### src/rtl/fbws_pkg.sv
package fbws_pkg;

  // Strobes from control to datapath for one clock cycle.
  typedef struct packed {
    logic doPush;    // store the host word at the tail
    logic doPop;     // retire the head entry
    logic selWrite;  // steer the head entry onto the RAM bus
  } fbws_strobe_t;

endpackage

### src/rtl/fbws_datapath.sv
module fbws_datapath
  import fbws_pkg::*;
#(
  parameter int ADDR_W = 16,
  parameter int DATA_W = 8,
  parameter int DEPTH  = 16
) (
  input  logic              clk,
  input  logic              rstN,
  input  fbws_strobe_t      strobe,
  input  logic [ADDR_W-1:0] pushAddr,
  input  logic [DATA_W-1:0] pushData,
  input  logic [ADDR_W-1:0] dispAddr,
  output logic              qEmpty,
  output logic              qFull,
  output logic [ADDR_W-1:0] ramAddr,
  output logic [DATA_W-1:0] ramWData
);

  localparam int PTR_W = (DEPTH > 1) ? $clog2(DEPTH) : 1;
  localparam int CNT_W = $clog2(DEPTH + 1);
  localparam logic [PTR_W-1:0] LAST_PTR = PTR_W'(DEPTH - 1);
  localparam logic [CNT_W-1:0] FULL_CNT = CNT_W'(DEPTH);

  typedef struct packed {
    logic [ADDR_W-1:0] addr;
    logic [DATA_W-1:0] data;
  } entry_t;

  entry_t            slots [DEPTH];
  entry_t            headEntry;
  logic [PTR_W-1:0]  wrPtr, rdPtr;
  logic [CNT_W-1:0]  fill, fillNext;

  function automatic logic [PTR_W-1:0] bumpPtr(input logic [PTR_W-1:0] p);
    return (p == LAST_PTR) ? '0 : p + 1'b1;
  endfunction

  // Address and intensity share one entry, so they move in lockstep.
  always_ff @(posedge clk) begin
    if (strobe.doPush) slots[wrPtr] <= {pushAddr, pushData};
  end

  always_comb begin
    fillNext = fill;
    if (strobe.doPush && !strobe.doPop) fillNext = fill + 1'b1;
    if (!strobe.doPush && strobe.doPop) fillNext = fill - 1'b1;
  end

  always_ff @(posedge clk) begin
    if (!rstN) begin
      wrPtr  <= '0;
      rdPtr  <= '0;
      fill   <= '0;
      qEmpty <= 1'b1;
      qFull  <= 1'b0;
    end else begin
      if (strobe.doPush) wrPtr <= bumpPtr(wrPtr);
      if (strobe.doPop)  rdPtr <= bumpPtr(rdPtr);
      fill   <= fillNext;
      qEmpty <= (fillNext == '0);
      qFull  <= (fillNext == FULL_CNT);
    end
  end

  assign headEntry = slots[rdPtr];

  always_comb begin
    if (strobe.selWrite) begin
      ramAddr  = headEntry.addr;
      ramWData = headEntry.data;
    end else begin
      ramAddr  = dispAddr;
      ramWData = '0;
    end
  end

  a_r7_pop_needs_entry: assert property (@(posedge clk) disable iff (!rstN)
    strobe.doPop |-> !qEmpty);
  a_r2_push_needs_room: assert property (@(posedge clk) disable iff (!rstN)
    strobe.doPush |-> !qFull);
  a_r2_flags_exclusive: assert property (@(posedge clk) disable iff (!rstN)
    !(qEmpty && qFull));
  a_r9_push_fills: assert property (@(posedge clk) disable iff (!rstN)
    (strobe.doPush && !strobe.doPop) |=> !qEmpty);

endmodule

### src/rtl/fbws_ctrl.sv
module fbws_ctrl
  import fbws_pkg::*;
(
  input  logic         clk,
  input  logic         rstN,
  input  logic         modeInterleave,
  input  logic         pushValid,
  input  logic         dispActive,
  input  logic         hBlank,
  input  logic         vBlank,
  input  logic         qEmpty,
  input  logic         qFull,
  output fbws_strobe_t strobe,
  output logic         ramWe,
  output logic         overflow
);

  logic writePhase;
  logic slotOpen;

  // Slot parity: read slot first after reset, then write, alternating.
  always_ff @(posedge clk) begin
    if (!rstN) writePhase <= 1'b0;
    else       writePhase <= ~writePhase;
  end

  always_comb begin
    if (modeInterleave) slotOpen = writePhase;
    else                slotOpen = !dispActive && (hBlank || vBlank);
  end

  always_comb begin
    strobe.doPush   = pushValid && !qFull;
    strobe.doPop    = slotOpen && !qEmpty;
    strobe.selWrite = strobe.doPop;
  end

  assign ramWe = strobe.doPop;

  always_ff @(posedge clk) begin
    if (!rstN)                  overflow <= 1'b0;
    else if (pushValid && qFull) overflow <= 1'b1;
  end

  a_r3_overflow_sticky: assert property (@(posedge clk) disable iff (!rstN)
    overflow |=> overflow);
  a_r3_overflow_on_drop: assert property (@(posedge clk) disable iff (!rstN)
    (pushValid && qFull) |=> overflow);
  a_r4_blank_window: assert property (@(posedge clk) disable iff (!rstN)
    (!modeInterleave && ramWe) |-> (!dispActive && (hBlank || vBlank)));
  a_r6_no_back_to_back: assert property (@(posedge clk) disable iff (!rstN)
    (modeInterleave && ramWe) |=> !(modeInterleave && ramWe));

endmodule

### src/rtl/fb_write_sched.sv
module fb_write_sched
  import fbws_pkg::*;
#(
  parameter int ADDR_W = 16,
  parameter int DATA_W = 8,
  parameter int DEPTH  = 16
) (
  input  logic              clk,
  input  logic              rstN,
  input  logic              modeInterleave,
  input  logic              pushValid,
  input  logic [ADDR_W-1:0] pushAddr,
  input  logic [DATA_W-1:0] pushData,
  output logic              queueFull,
  output logic              overflow,
  input  logic              dispActive,
  input  logic              hBlank,
  input  logic              vBlank,
  input  logic [ADDR_W-1:0] dispAddr,
  output logic [ADDR_W-1:0] ramAddr,
  output logic [DATA_W-1:0] ramWData,
  output logic              ramWe
);

  fbws_strobe_t strobe;
  logic         qEmpty;
  logic         qFull;

  fbws_ctrl u_ctrl (
    .clk            (clk),
    .rstN           (rstN),
    .modeInterleave (modeInterleave),
    .pushValid      (pushValid),
    .dispActive     (dispActive),
    .hBlank         (hBlank),
    .vBlank         (vBlank),
    .qEmpty         (qEmpty),
    .qFull          (qFull),
    .strobe         (strobe),
    .ramWe          (ramWe),
    .overflow       (overflow)
  );

  fbws_datapath #(
    .ADDR_W (ADDR_W),
    .DATA_W (DATA_W),
    .DEPTH  (DEPTH)
  ) u_datapath (
    .clk      (clk),
    .rstN     (rstN),
    .strobe   (strobe),
    .pushAddr (pushAddr),
    .pushData (pushData),
    .dispAddr (dispAddr),
    .qEmpty   (qEmpty),
    .qFull    (qFull),
    .ramAddr  (ramAddr),
    .ramWData (ramWData)
  );

  assign queueFull = qFull;

  a_r5_display_owns_bus: assert property (@(posedge clk) disable iff (!rstN)
    (!modeInterleave && dispActive) |-> (!ramWe && ramAddr == dispAddr));
  a_r8_idle_data_zero: assert property (@(posedge clk) disable iff (!rstN)
    !ramWe |-> (ramWData == '0));

endmodule

### config.mk
export PLATFORM = sky130hd
export DESIGN_NAME = fb_write_sched
export DESIGN_NICKNAME = d
export VERILOG_FILES = /design/src/rtl/fbws_pkg.sv /design/src/rtl/fbws_datapath.sv /design/src/rtl/fbws_ctrl.sv /design/src/rtl/fb_write_sched.sv
export SDC_FILE = /design/constraint.sdc
export NUM_CORES = 1
export LEC_CHECK = 0
export ABC_AREA = 1
export BUFFER_PORTS_ARGS = -buffer_cell sky130_fd_sc_hd__buf_4
export CAP_MARGIN = 20
export CORE_MARGIN = 8
export CORE_UTILIZATION = 50
export CTS_BUF_LIST = sky130_fd_sc_hd__clkbuf_2
export DETAILED_ROUTE_END_ITERATION = 10
export PLACE_DENSITY_LB_ADDON = 0.15
export SKIP_CTS_REPAIR_TIMING = 1
export SYNTH_ARGS = -nofsm -noshare
export SYNTH_HDL_FRONTEND = slang
export SYNTH_HIERARCHICAL = 1
export SYNTH_SLANG_ARGS = --single-unit
### constraint.sdc
create_clock -name clk -period 5.4 [get_ports clk]
set_input_delay 0.27 -clock clk [delete_from_list [all_inputs] [get_ports clk]]
set_output_delay 0.27 -clock clk [all_outputs]
set_load 0.005 [all_outputs]
==> key figures, run 1 <==
Die
  • Die ar.: 0.0395 mm^2
  • IO Pins: 74
  • Initial cell density of the core: 0.503
  • Core box area: 0.0332 mm^2
  • # rows: 67
  • Die X: 199 um
  • Die height: just under 200 um

Yosys
  • Adder-cell share of the synthesized area: 0.00525
  • Synthesized area per cell: 11.3 um^2
  • Main combinational cell family by area after synthesis: simple AND/OR/NAND/NOR gates
  • Multiplexer share of the synthesized area: 0
  • Post-Synth Simple-Gate Area: 0.214
  • Compound-Gate Fraction of Synth Area: 0.0265
  • Seq cells post-synth: about 400
  • Synth cell types: 24
  • Synth warn: 6
  • Xor/xnor cell area share of the yosys netlist: 0.000525
  • Seq/Total Area, Yosys: 0.716
  • Syn Inst Count: 1481
  • Synthesized area: 0.0167 mm^2
  • Post-Syn Nets: 1535

STA
  • RSZ-0062 raised after global routing: false
  • Setup TNS: 0 ps
  • Slew headroom: 0.256
  • Fin Hold WS: 44.9 ps
  • Final hold vios: 0
  • Max Clock Skew: ~60 ps
  • F_max: ~250 MHz
  • Max-slew violations: 0
  • Final period util: 0.730
  • Post-route worst setup slack: 1460 ps
  • Final min period: 3940 ps
  • Slew @ Worst Pin: approximately 1100 ps
  • Final setup vio count: 0

Finish
  • Non-Filler Instances: 2132
  • Layout Nets: about 1.7k
  • Register area: 0.0120 mm^2
  • Area grow syn2layout: 12.3%
  • Layout cells sized above 1: 0.154
  • # fillers: 2855
  • Area of the multi-input gates: 0.00425 mm^2

Critical path
  • CP peak stage delay: 650 ps
  • Critical path fanouts, max: 119
  • Crit path launch type: register
  • Worst R2R Setup Slack: 2740 ps
  • Critical path class: register to output port
  • Slowest-stage cell, CP: inv_4
  • Worst path arrival time: 3670 ps
  • Setup crit end kind: output port
  • Most frequent CP cell: nand2_1
  • Worst-path cell chain: inv_4 > buf_12 > nand2_1 > nand3_1 > nand3_1 > nand2_1 > nand2_1 > nand2_1 > nand2_1 > nand2_1 > buf_4
  • Critical Path RT: 5130 ps

Pwr
  • Switch share: 0.283
  • Pwr dens: 334 mW/mm^2
  • LEAKAGE: ~7.1 nW
  • Total Power: roughly 0.0063 W
  • Int Pwr: 0.00449 W
  • Comb power frac: 0.138
  • Clk network pwr share: 0.298
  • Reg power frac: 0.564
  • Switching power: between 0.0015 and 0.002 W
  • Max VDD drop: 0.156 mV

Route
  • DRT Wirelength: around 42 mm
  • Vias: 11.4k
  • Final antenna-violating net count: 0
  • DR vias/cell: 5.36
  • DRC: 0
  • Router iterations before antenna repair: 5
  • WL per Instance: 19.6 um
  • DR iter-0 viols: a little under 900

CTS
  • Root Driver: clkbuf_2
  • CTS tree: built
  • Worst-path clk slew: 100 ps
  • Clock sink count: 405
  • Total CTS buffers: 99
  • Clk_lat worst skew: 950 ps
  • Clock Path Buffers: 3
  • H-tree levels: 3

Min path
  • Worst Hold Class: input port to register

GRT
  • Initial antenna violation count: 4
  • Total grt overflow: 0
  • Vias in the first global route: between 10k and 15k
  • Largest net degree at the start of global routing: roughly 160
  • First-pass GRT wire length: 63.0 mm
  • Gr usage total: 0.212

Status
  • Status: finished, final reports clean

Placement
  • GPL Wtd Cong: slightly below 0.8
  • Placed cells: around 1.9k
  • Hpwl dp: 20.4 mm
  • Port Buf Inserts: 73
  • Worst slack, placed: 2510 ps

Job
  • Max-cap violations: 0
==> area by class of cell <==
type                    instances  area share
diodes                          7    0.000934
clock buffers                 137      0.0366
clock inverters                27     0.00707
inverters                      31     0.00647
multi-input cells             958       0.226
flip-flops and latches        405       0.638
well taps                     448      0.0299
repair buffers                119      0.0551
==> critical path, delay by kind of cell (launching register included) <==
kind | cells | cell delay (ps)
buf+inv | 3 | 1260
simple gates | 8 | 780
flops | 1 | 510
==> registers in the layout, indices dropped and copies added, names as in the netlist, named ones only <==
signal and flops:
u_ctrl/overflow 1, u_ctrl/writePhase 1, u_datapath/fill 5, u_datapath/qEmpty 1, u_datapath/qFull 1, u_datapath/rdPtr 4
u_datapath/slots 384, u_datapath/wrPtr 4
==> synth_stat cells (all sizes together) <==
| cell | instances | share of area |
|---|---|---|
| a211oi | 1 | 0.00045 |
| a21oi | 20 | 0.0060 |
| buf | 64 | 0.025 |
| clkbuf | 23 | 0.0052 |
| dfxtp | 21 | 0.025 |
| edfxtp | 384 | 0.69 |
| ha | 7 | 0.0052 |
| inv | 31 | 0.0073 |
| nand2 | 477 | 0.11 |
| nand3 | 253 | 0.076 |
| nand4 | 3 | 0.0011 |
| nor2 | 128 | 0.029 |
| nor3 | 4 | 0.0012 |
| o211ai | 5 | 0.0022 |
| o21ai | 58 | 0.017 |
| o21bai | 1 | 0.00045 |
| xor2 | 1 | 0.00052 |
==> power groups by stage <==
stage	clock network [W]	registers [W]	logic, W
detailed placement	0	0.00361	0.000851
finish	0.00187	0.00354	0.000866
floorplan	0	0.00358	0.000610
global route	0.00209	0.00354	0.000977
global placement	0	0.00361	0.000844
CTS	0.00192	0.00353	0.000856
==> placed cells by master, fill, tap and decap left out, types with 2 or more instances in the layout <==
cell / Yosys / layout
ha_1: 7 / 7
inv_1: 29 / 28
edfxtp_1: 384 / 384
nand4_1: 3 / 3
buf_4: 20 / 87
nor2_1: 128 / 113
inv_4: 2 / 2
nand2_1: 476 / 476
dfxtp_1: 21 / 18
inv_2: 0 / 3
o21ai_0: 48 / 48
clkbuf_2: 0 / 137
o211ai_1: 5 / 5
dlygate4sd3_1: 0 / 26
a21oi_1: 20 / 19
dfxtp_4: 0 / 2
o21ai_1: 10 / 10
diode_2: 0 / 7
nor2_4: 0 / 15
nor3_1: 4 / 3
buf_12: 0 / 6
clkinv_1: 0 / 22
nand3_1: 253 / 253
==> stage by stage <==
step | cell area, um^2 | util
finish | 18800 | 0.565
global placement | 17600 | 0.530
CTS | 18400 | 0.555
detailed placement | 17600 | 0.531
floorplan | 16700 | -
global route | 18800 | 0.565
==> final timing paths <==
path / start / end / cells after the start
worst max-delay path: register / ramAddr[13] / 11
worst min-delay path: modeInterleave / register / 5
worst max register to register: u_datapath/qFull / u_datapath/slots[11][0] / 3
worst min register to register: u_ctrl/writePhase / u_ctrl/writePhase / 1
==> per-layer routing <==
layer	share of wire	GRT usage	vias up	routed length (um)
li1	-	-	5450	-
met4	0.016	0.0719	0	671
met2	0.49	0.350	450	20700
met1	0.42	0.278	5464	17400
met3	0.074	0.0431	57	3110
met5	0	0	-	0
==> cells by family after synthesis <==
logic type      count (synthesis)
fa+ha+maj                       7
xor+xnor                        1
compound gates                 85
buf+inv                       118
simple gates                  865
flops                         405
(Power assumes the default switching activity.)
==> run 2, diff against run 1 <==
clock period = 3.9 ns   (was 5.4 ns; I/O delays follow)
==> run 2 against run 1 <==
Register-to-register slack worse by 1200 ps. Final area up 0.54%. First-iteration DRC count down 7.5%. Critical path type unchanged.
==> key figures, run 2 (synthesis results as in run 1) <==
Status
  • Status: finished, final reports clean

Placement
  • Hpwl dp: 22.7 mm (+11%)
  • Placed cells: 1928 (-0.26%)
  • GPL Wtd Cong: 0.820 (+6.1%)
  • Area after DPL: 0.0176 mm^2 (-0.14%)
  • Worst slack, placed: 1480 ps (-1030 ps)
  • Port Buf Inserts: 73 (unchanged)

Die
  • IO Pins: 74 (unchanged)
  • # rows: 67 (unchanged)
  • Initial cell density of the core: 0.503 (unchanged)
  • Core box area: 0.0332 mm^2 (unchanged)
  • Die X: 199 um (unchanged)
  • Die ar.: 0.0395 mm^2 (unchanged)
  • Die height: 199 um (unchanged)

Route
  • WL per Instance: 19.6 um (+0.11%)
  • DR vias/cell: 5.32 (-0.65%)
  • DRC: 0 (unchanged)
  • Final antenna-violating net count: 0 (unchanged)
  • DR iter-0 viols: 825 (-7.5%)
  • DRT Wirelength: 42.1 mm (+0.67%)
  • Vias: 11.4k (-0.088%)
  • Router iterations before antenna repair: 5 (unchanged)

Finish
  • Commonest cells after routing, fill and taps aside: 476 x nand2_1, 384 x edfxtp_1, 253 x nand3_1
  • Area grow syn2layout: 12.9%
  • Non-Filler Instances: 2144 (+0.56%)
  • Design area: 0.0189 mm^2 (+0.54%)
  • Largest regs: u_datapath/slots: 384 flops, u_datapath/fill: 5 flops
  • Layout Nets: 1665 (-0.18%)
  • Most common cell after layout, fill and taps aside: nand2_1
  • Max FFs per register: 384 (unchanged)
  • Layout cells sized above 1: 0.155 (+0.000811)
  • Most flop-heavy register: u_datapath/slots
  • # fillers: 2932 (+2.7%)

CTS
  • Clk_lat worst skew: 970 ps (+20 ps)
  • Clock sink count: 405 (unchanged)
  • Worst-path clk slew: 110 ps (about the same)
  • Clock Path Buffers: 3 (unchanged)
  • CTS tree: built
  • Root Driver: clkbuf_2
  • H-tree levels: 3 (unchanged)
  • Total CTS buffers: 101 (+2.0%)

STA
  • Max-slew violations: 0 (unchanged)
  • Post-route worst setup slack: 478 ps (-978 ps)
  • Max Clock Skew: 79.7 ps (+18.0 ps)
  • F_max: 292 MHz
  • Fin Hold WS: 76.8 ps (+31.9 ps)
  • Final min period: 3420 ps
  • Final setup vio count: 0 (unchanged)
  • Setup TNS: 0 ps (unchanged)
  • Slew headroom: 0.290 (+0.0337)
  • Slew @ Worst Pin: 1060 ps (-49.1 ps)
  • Final period util: 0.878
  • Final hold vios: 0 (unchanged)
  • RSZ-0062 raised after global routing: false

GRT
  • Initial antenna violation count: 2 (-2)
  • Largest net degree at the start of global routing: 107 (-31%)
  • Total grt overflow: 0 (unchanged)
  • Met1 GRT Util: 0.274 (-0.00427)
  • First-pass GRT wire length: 63.9 mm (+1.6%)
  • Met2 Use GR: 0.352 (+0.00229)
  • Most Crowded Layer GR: met2
  • Vias in the first global route: 11.1k (+0.82%)
  • Met3 usage: 0.0425 (-0.000677)
  • Gr usage total: 0.213 (+0.00140)

Critical path
  • Critical Path RT: 3700 ps (-1430 ps)
  • Worst path arrival time: 3230 ps (-440 ps)
  • Crit path launch type: register
  • Critical path fanouts, max: 46 (-61%)
  • Setup crit end kind: output port
  • Critical path class: register to output port

Pwr
  • Max VDD drop: 0.370 mV (+140%)
  • Pwr dens: 479 mW/mm^2 (+43%)
  • LEAKAGE: 7.14 nW (+0.90%)

Min path
  • Worst Hold Class: input port to register

Job
  • Max-cap violations: 0 (unchanged)
-- run 2: critical path, stage by stage, from the launching register on --
cell	delay (ps)
dfxtp_4	710
buf_4	530
nand2_1	100
nand3_1	100
nand3_1	70
nand2_1	110
nand2_1	90
nand2_1	150
nand2_1	60
nand2_1	170
buf_4	150
-- run 2: area by class of cell --
cell class / count / area, um^2 / share of cell area
Sequential cell: 405 / 12000 / 0.634
Clock inverter: 44 / 256 / 0.0136
Timing Repair Buffer: 114 / 998 / 0.0529
Inverter: 31 / 121 / 0.00644
Multi-Input combinational cell: 958 / 4250 / 0.225
Antenna cell: 2 / 5.00 / 0.000265
Tap cell: 448 / 561 / 0.0297
Clock buffer: 142 / 711 / 0.0377
-- run 2: final timing paths --
path / startpoint / endpoint / slack (ps) / cells past startpoint
worst max register to register: u_datapath/qFull / u_datapath/slots[8][4] / 1510 / 3
worst min-delay path: modeInterleave / register / 80 / 6
worst max-delay path: register / ramAddr[9] / 480 / 10
worst min register to register: u_ctrl/writePhase / u_ctrl/writePhase / 440 / 1
-- run 2: per-layer routing --
layer	part of all wire	vias to the layer above
met4	0.025	0
met5	0	-
li1	-	5467
met3	0.063	69
met1	0.42	5489
met2	0.49	386
-- run 2: power by group --
| part | switching (W) | total, W | internal (W) |
|---|---|---|---|
| logic | 0.000871 | 0.00128 | 0.000411 |
| registers | 0.0000545 | 0.00488 | 0.00483 |
| clock network | 0.00168 | 0.00287 | 0.00119 |
| total | 0.00260 | 0.00903 | 0.00643 |
-- run 2: stage by stage --
step	total power, W	utilization
5_1_grt	0.00950	0.568
3_5_place_dp	0.00625	0.530
4_1_cts	0.00911	0.559
6_report	0.00903	0.568
3_3_place_gp	0.00623	0.530
2_1_floorplan	0.00579	-
==> run 3, diff against run 2 <==
clock period = 2.9 ns   (was 3.9 ns; I/O delays follow)
==> run 3 against run 2 <==
Non-clock buffer count grew 43. Register-to-register slack lost 550 ps. Largest power group unchanged. Sequential power grew 34%. Via count grew 2.6%. Cell count grew 1.5%. Count of clock-buffer cells in the layout grew 14. Clock skew shrank 46 ps. First-iteration DRC count grew 5.2%. Die area is the same.
==> key figures, run 3 (synthesis results as in run 1) <==
Route
  • Final antenna-violating net count: 0 (unchanged)
  • DRC: 0 (unchanged)
  • DRT Wirelength: 44.4 mm (+5.5%)
  • DR iter-0 viols: 868 (+5.2%)
  • Router iterations before antenna repair: 5 (unchanged)
  • DR vias/cell: 5.38 (+1.1%)
  • WL per Instance: 20.4 um (+3.9%)
  • Vias: 11.7k (+2.6%)

Min path
  • Worst Hold Class: input port to register

Die
  • Die height: 199 um (unchanged)
  • IO Pins: 74 (unchanged)
  • # rows: 67 (unchanged)
  • Die ar.: 0.0395 mm^2 (unchanged)
  • Die X: 199 um (unchanged)
  • Initial cell density of the core: 0.503 (unchanged)
  • Core box area: 0.0332 mm^2 (unchanged)

Placement
  • Hpwl dp: 24.1 mm (+6.3%)
  • GPL Wtd Cong: 0.863 (+5.2%)
  • Port Buf Inserts: 73 (unchanged)
  • Placed cells: 1950 (+1.1%)

Finish
  • Most flop-heavy register: u_datapath/slots
  • Layout cells sized above 1: 0.189 (+0.0335)
  • Most common cell after layout, fill and taps aside: nand2_1
  • Max FFs per register: 384 (unchanged)
  • # fillers: 2878 (-1.8%)
  • Commonest cells after routing, fill and taps aside: 473 x nand2_1, 384 x edfxtp_1, 250 x nand3_1
  • Non-Filler Instances: 2177 (+1.5%)
  • Largest regs: u_datapath/slots: 384 flops, u_datapath/fill: 5 flops
  • Layout Nets: 1709 (+2.6%)
  • Area grow syn2layout: 16.4%

STA
  • Final setup vio count: 0 (unchanged)
  • Slew @ Worst Pin: 719 ps (-345 ps)
  • Final period util: 0.949
  • Max Clock Skew: 34.2 ps (-45.5 ps)
  • RSZ-0062 raised after global routing: true
  • Final min period: 2750 ps
  • Setup TNS: 0 ps (unchanged)
  • Final hold vios: 0 (unchanged)
  • Max-slew violations: 0 (unchanged)
  • Slew headroom: 0.520 (+0.230)
  • F_max: 363 MHz

GRT
  • Largest net degree at the start of global routing: 98 (-8.4%)
  • Met3 usage: 0.0426 (+0.000169)
  • Vias in the first global route: 11.5k (+3.6%)
  • Met1 GRT Util: 0.281 (+0.00740)
  • Total grt overflow: 0 (unchanged)
  • First-pass GRT wire length: 65.3 mm (+2.2%)
  • Gr usage total: 0.216 (+0.00248)
  • Most Crowded Layer GR: met2
  • Initial antenna violation count: 3 (+1)
  • Met2 Use GR: 0.352 (+0.000382)

Pwr
  • Pwr dens: 637 mW/mm^2 (+33%)
  • Max VDD drop: 0.372 mV (+0.68%)
  • LEAKAGE: 7.46 nW (+4.5%)

CTS
  • Clk_lat worst skew: 920 ps (-50 ps)
  • Root Driver: clkbuf_2
  • H-tree levels: 3 (unchanged)
  • Worst-path clk slew: 90 ps (-20 ps)
  • Clock sink count: 405 (unchanged)
  • Total CTS buffers: 102 (+0.99%)
  • CTS tree: built
  • Clock Path Buffers: 3 (unchanged)

Critical path
  • Setup crit end kind: output port
  • CP peak stage delay: 440 ps (-270 ps)
  • Most frequent CP cell: nand3_1
  • Crit path launch type: register
  • Slowest-stage cell, CP: dfxtp_4
  • Critical Path RT: 2760 ps (-940 ps)
  • Critical path class: register to output port
  • Worst path arrival time: 2610 ps (-620 ps)
  • Worst-path cell chain: clkinv_8 > buf_8 > o21ai_0 > nand3_1 > nand3_1 > a21oi_2 > buf_4
  • Critical path fanouts, max: 29 (-37%)

Job
  • Max-cap violations: 0 (unchanged)

Status
  • Status: finished, final reports clean
[run 3: where the power goes]
group / leakage [nW] / switching, W / internal, W
clock network: 0.714 / 0.00221 / 0.00159
logic: 3.10 / 0.00133 / 0.000719
registers: 3.64 / 0.0000516 / 0.00649
[run 3: path summary, 6_finish.rpt]
check,startpoint,end,slack (ps),cells after the start
worst max-delay path,register,ramWData[4],150,7
worst min register to register,u_ctrl/writePhase,u_ctrl/writePhase,430,1
worst min-delay path,rstN,u_datapath/qEmpty,50,3
worst max register to register,u_ctrl/writePhase,u_datapath/qEmpty,960,15
[run 3: area by class of cell]
type,instances,area [um^2],area share
Antenna cell,2,5.00,0.000257
Clock buffer,156,781,0.0402
Clock inverter,20,139,0.00714
Inverter,31,143,0.00734
Multi-Input combinational cell,958,4280,0.220
Sequential cell,405,12000,0.615
Tap cell,448,561,0.0288
Timing Repair Buffer,157,1570,0.0808
[run 3: routing by layer]
layer	vias to the layer above	routed length, um
met5	-	10
met4	2	1480
met3	93	2940
met2	453	21800
met1	5632	18200
li1	5533	-
[run 3: metrics by stage]
stage | power, W | util | worst slack [ps] | instance area (um^2) | hold WS [ps]
6_report | 0.0124 | 0.586 | 148 | 19400 | 52.4
3_3_place_gp | 0.00844 | 0.535 | 791 | 17800 | 382
4_1_cts | 0.0122 | 0.563 | -230 | 18700 | -597
5_1_grt | 0.0130 | 0.586 | -11.1 | 19400 | -6.63
2_1_floorplan | 0.00779 | - | 100 | 16700 | 214
3_5_place_dp | 0.00846 | 0.535 | 771 | 17800 | 399
[run 3: worst max-delay path: cells and delay by family (launching register included)]
family                 cells  cell delay [ps]
buffers and inverters      3              520
flip-flops                 1              440
AND/OR/NAND/NOR            2              390
AO/OA/AOI/OAI              2              320
